### src/rtl/bscan_pkg.sv
`timescale 1ns/1ps
package bscan_pkg;
    typedef enum logic [1:0] {
        DR_BYPASS = 2'b00,
        DR_BOUND  = 2'b01,
        DR_CTRL   = 2'b10,
        DR_SPARE  = 2'b11
    } dr_sel_e;

    typedef enum logic [1:0] {
        BIST_OFF_A = 2'b00,
        BIST_PRPG  = 2'b01,
        BIST_PSA   = 2'b10,
        BIST_OFF_B = 2'b11
    } bist_code_e;

    localparam logic [1:0] BIST_RESET_CODE = 2'b10;
endpackage

### src/rtl/bscan_lfsr.sv
`timescale 1ns/1ps
module bscan_lfsr #(
    parameter int          W    = 8,
    parameter logic [W-1:0] TAPS = 8'hB8
) (
    input  logic [W-1:0] state_i,
    input  logic [W-1:0] data_i,
    input  logic         compress_i,
    output logic [W-1:0] next_o
);
    logic fb;

    always_comb begin
        fb     = ^(state_i & TAPS);
        next_o = {state_i[W-2:0], fb} ^ (compress_i ? data_i : '0);
    end
endmodule

### src/rtl/bscan_bsr.sv
`timescale 1ns/1ps
module bscan_bsr #(
    parameter int          N    = 8,
    parameter logic [N-1:0] TAPS = 8'hB8
) (
    input  logic         clk,
    input  logic         rst_n,
    input  logic         cap_en,
    input  logic         shift_en,
    input  logic         upd_en,
    input  logic         bist_run,
    input  logic         psa_mode,
    input  logic         tdi,
    input  logic [N-1:0] pin_d,
    input  logic         pin_oe_n,
    input  logic         pin_le,
    input  logic [N-1:0] pin_q,
    output logic         scan_lsb,
    output logic [N-1:0] q_hold_o,
    output logic         oe_hold_o
);
    localparam int W      = 2 * N + 2;
    localparam int OE_BIT = N;
    localparam int Q_LO   = N + 2;
    localparam logic [W-1:0] HOLD_RST = W'(1) << OE_BIT;

    typedef struct packed {
        logic [W-1:0] sh;
        logic [W-1:0] hold;
    } bsr_st_t;

    bsr_st_t      st_d, st_q;
    logic [N-1:0] lfsr_next;

    bscan_lfsr #(.W(N), .TAPS(TAPS)) u_lfsr (
        .state_i   (st_q.hold[W-1:Q_LO]),
        .data_i    (pin_d),
        .compress_i(psa_mode),
        .next_o    (lfsr_next)
    );

    always_comb begin
        st_d = st_q;
        if (cap_en) begin
            st_d.sh = {pin_q, pin_le, pin_oe_n, pin_d};
        end else if (shift_en) begin
            st_d.sh = {tdi, st_q.sh[W-1:1]};
        end
        if (upd_en) begin
            st_d.hold = st_q.sh;
        end else if (bist_run) begin
            st_d.hold[W-1:Q_LO] = lfsr_next;
        end
    end

    always_ff @(posedge clk or negedge rst_n) begin
        if (!rst_n) begin
            st_q.sh   <= '0;
            st_q.hold <= HOLD_RST;
        end else begin
            st_q <= st_d;
        end
    end

    assign scan_lsb  = st_q.sh[0];
    assign q_hold_o  = st_q.hold[W-1:Q_LO];
    assign oe_hold_o = st_q.hold[OE_BIT];

    // input cells take the pin values on capture
    p_capture_inputs_r3: assert property (@(posedge clk) disable iff (!rst_n)
        cap_en |=> st_q.sh[N-1:0] == $past(pin_d));

    // shift moves toward bit 0 and feeds tdi at the top
    p_shift_moves_r4: assert property (@(posedge clk) disable iff (!rst_n)
        (shift_en && !cap_en) |=> st_q.sh == {$past(tdi), $past(st_q.sh[W-1:1])});

    // hold stage only moves on update or self-test
    p_hold_quiet_r10: assert property (@(posedge clk) disable iff (!rst_n)
        (!upd_en && !bist_run) |=> $stable(st_q.hold));

    // self-test never touches the input-side hold cells
    p_bist_scope_r8: assert property (@(posedge clk) disable iff (!rst_n)
        (bist_run && !upd_en) |=> $stable(st_q.hold[Q_LO-1:0]));
endmodule

### src/rtl/bscan_ctl.sv
`timescale 1ns/1ps
module bscan_ctl
    import bscan_pkg::*;
(
    input  logic       clk,
    input  logic       rst_n,
    input  logic       bcr_cap,
    input  logic       bcr_shift,
    input  logic       bcr_upd,
    input  logic       byp_cap,
    input  logic       byp_shift,
    input  logic       tdi,
    output logic [1:0] code_o,
    output logic       bcr_lsb,
    output logic       byp_o
);
    typedef struct packed {
        logic [1:0] sh;
        logic [1:0] code;
        logic       byp;
    } ctl_st_t;

    ctl_st_t st_d, st_q;

    always_comb begin
        st_d = st_q;
        if (bcr_cap) begin
            st_d.sh = st_q.code;
        end else if (bcr_shift) begin
            st_d.sh = {tdi, st_q.sh[1]};
        end
        if (bcr_upd) begin
            st_d.code = st_q.sh;
        end
        if (byp_cap) begin
            st_d.byp = 1'b0;
        end else if (byp_shift) begin
            st_d.byp = tdi;
        end
    end

    always_ff @(posedge clk or negedge rst_n) begin
        if (!rst_n) begin
            st_q.sh   <= '0;
            st_q.code <= BIST_RESET_CODE;
            st_q.byp  <= 1'b0;
        end else begin
            st_q <= st_d;
        end
    end

    assign code_o  = st_q.code;
    assign bcr_lsb = st_q.sh[0];
    assign byp_o   = st_q.byp;

    // the active code moves only on an update
    p_code_stable_r6: assert property (@(posedge clk) disable iff (!rst_n)
        !bcr_upd |=> $stable(st_q.code));

    // bypass captures a zero
    p_byp_capture_r7: assert property (@(posedge clk) disable iff (!rst_n)
        byp_cap |=> !st_q.byp);

    // bypass delays tdi by one stage
    p_byp_shift_r7: assert property (@(posedge clk) disable iff (!rst_n)
        (byp_shift && !byp_cap) |=> st_q.byp == $past(tdi));
endmodule

### src/rtl/octal_scan_latch.sv
`timescale 1ns/1ps
module octal_scan_latch
    import bscan_pkg::*;
#(
    parameter int              N_CH      = 8,
    parameter logic [N_CH-1:0] LFSR_TAPS = 8'hB8
) (
    input  logic            clk,
    input  logic            rst_n,
    input  logic            test_mode_i,
    input  logic [1:0]      dr_sel_i,
    input  logic            capture_i,
    input  logic            shift_i,
    input  logic            update_i,
    input  logic            idle_i,
    input  logic            tdi_i,
    output logic            tdo_o,
    input  logic [N_CH-1:0] d_i,
    input  logic            oe_n_i,
    input  logic            le_i,
    output logic [N_CH-1:0] q_o,
    output logic            q_drive_o
);
    typedef struct packed {
        logic [N_CH-1:0] lat;
    } lat_st_t;

    lat_st_t         lat_d, lat_q;
    dr_sel_e         sel;
    bist_code_e      code;
    logic [1:0]      code_raw;
    logic            sel_bsr, sel_bcr, sel_byp;
    logic            bist_run, psa_mode;
    logic            bsr_lsb, bcr_lsb, byp_bit;
    logic [N_CH-1:0] q_hold, q_norm;
    logic            oe_hold;

    assign sel      = dr_sel_e'(dr_sel_i);
    assign code     = bist_code_e'(code_raw);
    assign sel_bsr  = (sel == DR_BOUND);
    assign sel_bcr  = (sel == DR_CTRL);
    assign sel_byp  = !sel_bsr && !sel_bcr;
    assign psa_mode = (code == BIST_PSA);
    assign bist_run = idle_i && (psa_mode || code == BIST_PRPG);

    // functional latch: transparent while le_i is high
    always_comb begin
        lat_d = lat_q;
        if (le_i) begin
            lat_d.lat = d_i;
        end
    end

    always_ff @(posedge clk or negedge rst_n) begin
        if (!rst_n) begin
            lat_q <= '0;
        end else begin
            lat_q <= lat_d;
        end
    end

    assign q_norm    = le_i ? d_i : lat_q.lat;
    assign q_o       = test_mode_i ? q_hold : q_norm;
    assign q_drive_o = test_mode_i ? !oe_hold : !oe_n_i;

    bscan_bsr #(.N(N_CH), .TAPS(LFSR_TAPS)) u_bsr (
        .clk      (clk),
        .rst_n    (rst_n),
        .cap_en   (sel_bsr && capture_i),
        .shift_en (sel_bsr && shift_i),
        .upd_en   (sel_bsr && update_i),
        .bist_run (bist_run),
        .psa_mode (psa_mode),
        .tdi      (tdi_i),
        .pin_d    (d_i),
        .pin_oe_n (oe_n_i),
        .pin_le   (le_i),
        .pin_q    (q_o),
        .scan_lsb (bsr_lsb),
        .q_hold_o (q_hold),
        .oe_hold_o(oe_hold)
    );

    bscan_ctl u_ctl (
        .clk      (clk),
        .rst_n    (rst_n),
        .bcr_cap  (sel_bcr && capture_i),
        .bcr_shift(sel_bcr && shift_i),
        .bcr_upd  (sel_bcr && update_i),
        .byp_cap  (sel_byp && capture_i),
        .byp_shift(sel_byp && shift_i),
        .tdi      (tdi_i),
        .code_o   (code_raw),
        .bcr_lsb  (bcr_lsb),
        .byp_o    (byp_bit)
    );

    always_comb begin
        case (sel)
            DR_BOUND: tdo_o = bsr_lsb;
            DR_CTRL:  tdo_o = bcr_lsb;
            default:  tdo_o = byp_bit;
        endcase
    end

    // normal-mode disable wins regardless of latch activity
    p_hiz_normal_r1: assert property (@(posedge clk) disable iff (!rst_n)
        (!test_mode_i && oe_n_i) |-> !q_drive_o);

    // transparent path
    p_transparent_r2: assert property (@(posedge clk) disable iff (!rst_n)
        (!test_mode_i && le_i) |-> q_o == d_i);

    // a closed latch keeps its outputs across cycles
    p_latch_hold_r2: assert property (@(posedge clk) disable iff (!rst_n)
        (!test_mode_i && !le_i && !$past(le_i) && !$past(test_mode_i)) |-> $stable(q_o));
endmodule

### config.mk
export PLATFORM = sky130hd
export DESIGN_NAME = octal_scan_latch
export DESIGN_NICKNAME = d
export VERILOG_FILES = /design/src/rtl/bscan_pkg.sv /design/src/rtl/bscan_lfsr.sv /design/src/rtl/bscan_bsr.sv /design/src/rtl/bscan_ctl.sv /design/src/rtl/octal_scan_latch.sv
export SDC_FILE = /design/constraint.sdc
export NUM_CORES = 1
export LEC_CHECK = 0
export BUFFER_PORTS_ARGS = -buffer_cell sky130_fd_sc_hd__buf_2
export CAP_MARGIN = 40
export CORE_MARGIN = 1.5
export CORE_UTILIZATION = 40
export CTS_CLUSTER_DIAMETER = 50
export CTS_CLUSTER_SIZE = 10
export DETAILED_ROUTE_END_ITERATION = 16
export HOLD_SLACK_MARGIN = 0.06
export MAX_ROUTING_LAYER = met4
export PLACE_DENSITY = 0.58
export SLEW_MARGIN = 25
export SYNTH_ARGS = -nofsm -noshare
export SYNTH_HDL_FRONTEND = slang
export SYNTH_SLANG_ARGS = --single-unit
### constraint.sdc
create_clock -name clk -period 1.6 [get_ports clk]
set_input_delay 0.32 -clock clk [delete_from_list [all_inputs] [get_ports clk]]
set_output_delay 0.32 -clock clk [all_outputs]
set_load 0.005 [all_outputs]
==> parameters.txt <==
Parameter                              Value

Run status
  Run status ... finished, violations left
  Violations in the final reports ... negative setup slack

Power and ir drop
  Post-route total power ... 3.54 mW
  Total power density per cell area ... 1340 nW/um2
  Leakage power ... 1.28 nW
  Maximum vdd ir drop ... 627 uV

Logic synthesis
  Share of the synthesized area in compound gates (AO/OA/AOI/OAI) ... 19.4%
  Syn Inst Count ... 182
  Top cells by area in the synthesized netlist ... sky130_fd_sc_hd__dfrtp_1, sky130_fd_sc_hd__mux2_2, sky130_fd_sc_hd__a22o_1, sky130_fd_sc_hd__nand2_1, sky130_fd_sc_hd__a32o_1
  Most used flip-flop cell after synthesis ... sky130_fd_sc_hd__dfrtp_1
  Post-synth design cell area ... 2090 um2
  Flip-flop and latch count after synthesis ... 40
  Main combinational cell family by area after synthesis ... compound AO/OA/AOI/OAI gates
  Share of synthesized cell area in and, or, nand and nor gates ... 6.35%
  Mean cell area of the mapped netlist ... 11.5 um2
  Xor and xnor area share after synthesis ... 4.86%
  Post-synth top area cell ... sky130_fd_sc_hd__dfrtp_1
  Share of synthesized flip-flops with an asynchronous set or reset ... 100%
  Top cells by count, synth ... sky130_fd_sc_hd__dfrtp_1, sky130_fd_sc_hd__nand2_1, sky130_fd_sc_hd__a22o_1, sky130_fd_sc_hd__mux2_2, sky130_fd_sc_hd__o21ai_0
  Leading cell type by number of instances after synthesis ... sky130_fd_sc_hd__dfrtp_1
  Netlist cell types ... 25
  Fraction of synthesized area in multiplexers ... 15.2%
  Synth Net Count ... 205
  Area share of fa/ha/maj cells after synthesis ... 1.80%
  Share of synthesized area occupied by flip-flops and latches ... 48.1%
  Synth warn ... 0
  Proportion of netlist area held by the largest area contributor ... 45.6%
  Number of enable flip-flop cells after synthesis ... 0

Global routing
  Initial antenna violation count ... 0
  Global-route wire length before repair ... 8570 um
  Remaining global-route overflow ... 0
  Aggregate global-route resource usage ... 21.1%
  Vias in the first global route ... 1678
  Pin count of the biggest net entering global routing ... 27

Worst setup path
  Req. time, crit path ... 1.28 ns
  Startpoint-to-endpoint class of the critical path ... reg -> out
  Worst setup EP type ... output pin
  Worst Path Arrival ... 1.35 ns
  Setup crit start kind ... flip-flop
  Largest fanout on the critical path ... 2

Floorplan
  # IOs ... 30
  DIE AREA ... 5660 um2
  Die extent in y ... 75.2 um
  Total number of placement rows ... 26
  Core region area ... 5070 um2
  Initial core utilization ... 41.1%
  Die W ... 75.2 um

Finish
  Finished layout cell area ... 2650 um2
  Share of layout cells above drive strength 1 ... 40.1%
  Utilization after layout ... 52.1%
  Area Growth Syn to Fin ... 26.7%
  Layout Cells excl Fill ... 297
  Number of antenna repair diodes ... 0
  Final #Nets ... 249

Route
  Total DRC errors in the routed layout ... 0
  Drt total wl ... 5250 um
  Via-per-instance ratio ... 5.43
  Total via count in the routed design ... 1614
  Wire per inst ... 17.7 um
  Iter 0 DRT Violations ... 99
  Number of iterations in the first detailed-routing pass ... 4
  Number of routed nets with antenna violations ... 0

CTS
  H-tree depth ... 2
  Root cell of the clock tree ... sky130_fd_sc_hd__clkbuf_8
  Clk buf depth ... 2
  Clock transition at the registers of the reported paths ... 0.08 ns
  Later-pin clock latency in the skew report ... 0.29 ns
  TritonCTS clock tree ... done
  Clock sinks ... 40
  CTS buffer count ... 5

Placed design
  Port buffer count ... 29
  Area of placed instances ... 2410 um2
  Gp weighted congestion ... 0.838
  Placed instance count ... 284
  Detailed Place HPWL ... 3680 um

STA
  Max-Slew Margin vs Limit ... 47.0%
  Final hold slack ... 0.318 ns
  Least setup slack across all paths after layout ... -0.0695 ns
  Clock tree skew after final layout ... 0.00285 ns
  Final worst path period share ... 104%
  Setup repair after global routing missed its margin ... true
  Pin slew with the least headroom to its limit ... 0.790 ns
  Tmin final ... 1.67 ns
  Total count of hold-check failures in the final report ... 0
  Maximum clock frequency ... 0.599 GHz
  Setup-violating endpoint count in the final report ... 9
  Number of slew-limit violations in the final report ... 0

Worst hold path
  Type of the worst min-delay path ... in -> reg

Job
  Number of max-cap violations ... 0
## where the power goes
part,internal (mW),switching (mW)
clock network,0.352,0.342
logic,0.857,0.514
registers,1.27,0.201
total,2.48,1.06
## final cells by class
cell class                      count  area [um2]
Clock buffer                        8        90.1
Fill cell                         464        2430
Inverter                            5        18.8
Multi-Input combinational cell    122        1070
Sequential cell                    40        1000
Tap cell                           70        87.6
Timing Repair Buffer               52         373
## routing by layer
layer / GRT usage, % / share of wire (%)
met1: 27.5 / 45
met2: 33.6 / 49
met3: 4.02 / 5.3
met4: 6.35 / 1.1
met5: - / 0
## final timing paths
path                                         from           endpoint  slack [ns]  cells past startpoint
min in group asynchronous                   rst_n      u_ctl.st_q[4]        0.52                      2
worst min register to register           lat_q[4]           lat_q[4]        0.50                      1
worst min-delay path                       d_i[7]           lat_q[7]        0.32                      2
max in group asynchronous                   rst_n    u_bsr.oe_hold_o        0.51                      3
worst max-delay path                     lat_q[1]             q_o[1]       -0.07                      3
worst max register to register  u_bsr.q_hold_o[5]  u_bsr.q_hold_o[0]           0                      4
## kinds of logic (layout without fill, tap and decap cells)
logic type / count (synthesis) / count (layout)
flops: 40 / 40
compound gates: 50 / 50
fa+ha+maj: 3 / 3
buf+inv: 20 / 65
simple gates: 30 / 30
mux: 29 / 29
xor+xnor: 10 / 10
## metrics by stage
step	setup TNS, ns	worst slack (ns)
floorplan	-0.0215	-0.0215
global placement	-0.324	-0.0593
detailed placement	-0.433	-0.0694
CTS	-0.574	-0.0783
global route	-0.757	-0.0969
finish	-0.450	-0.0695
## registers in the layout (all words and copies together), names as in the netlist
register / flops
lat_q: 8
u_bsr.oe_hold_o: 1
u_bsr.q_hold_o: 8
u_bsr.scan_lsb: 1
u_bsr.st_q: 17
u_ctl.bcr_lsb: 1
u_ctl.byp_o: 1
u_ctl.code_o: 2
u_ctl.st_q: 1
## cell usage in the layout, fill, tap and decap left out, types with 2 or more instances in the layout
cell,instances
sky130_fd_sc_hd__o21ai_0,10
sky130_fd_sc_hd__mux2i_1,8
sky130_fd_sc_hd__a32o_1,8
sky130_fd_sc_hd__a22o_1,21
sky130_fd_sc_hd__xnor2_1,8
sky130_fd_sc_hd__buf_2,22
sky130_fd_sc_hd__dfrtp_1,38
sky130_fd_sc_hd__clkbuf_1,2
sky130_fd_sc_hd__ha_1,2
sky130_fd_sc_hd__nand2_1,24
sky130_fd_sc_hd__nand3b_1,3
sky130_fd_sc_hd__mux2_4,14
sky130_fd_sc_hd__a31o_2,7
sky130_fd_sc_hd__buf_4,21
sky130_fd_sc_hd__mux2_2,7
sky130_fd_sc_hd__clkbuf_8,6
sky130_fd_sc_hd__inv_1,5
sky130_fd_sc_hd__buf_6,6
sky130_fd_sc_hd__dfstp_2,2
## repair_timing
action / in CTS / in global routing
pin swaps: 1 / 1
buffers inserted: 1 / 3
hold buffers: 1 / 0
gates resized for setup: 10 / 12
gates cloned: 0 / 0
hold endpoints to repair: 17 / 0
endpoints found under the setup margin: 9 / 9
## worst max-delay path: stages, from the launching register on
cell and delay [ns]:
sky130_fd_sc_hd__dfrtp_1 0.38, sky130_fd_sc_hd__mux2_4 0.28, sky130_fd_sc_hd__mux2_4 0.28, sky130_fd_sc_hd__buf_6 0.12
Power figures use the tool's default switching activity.
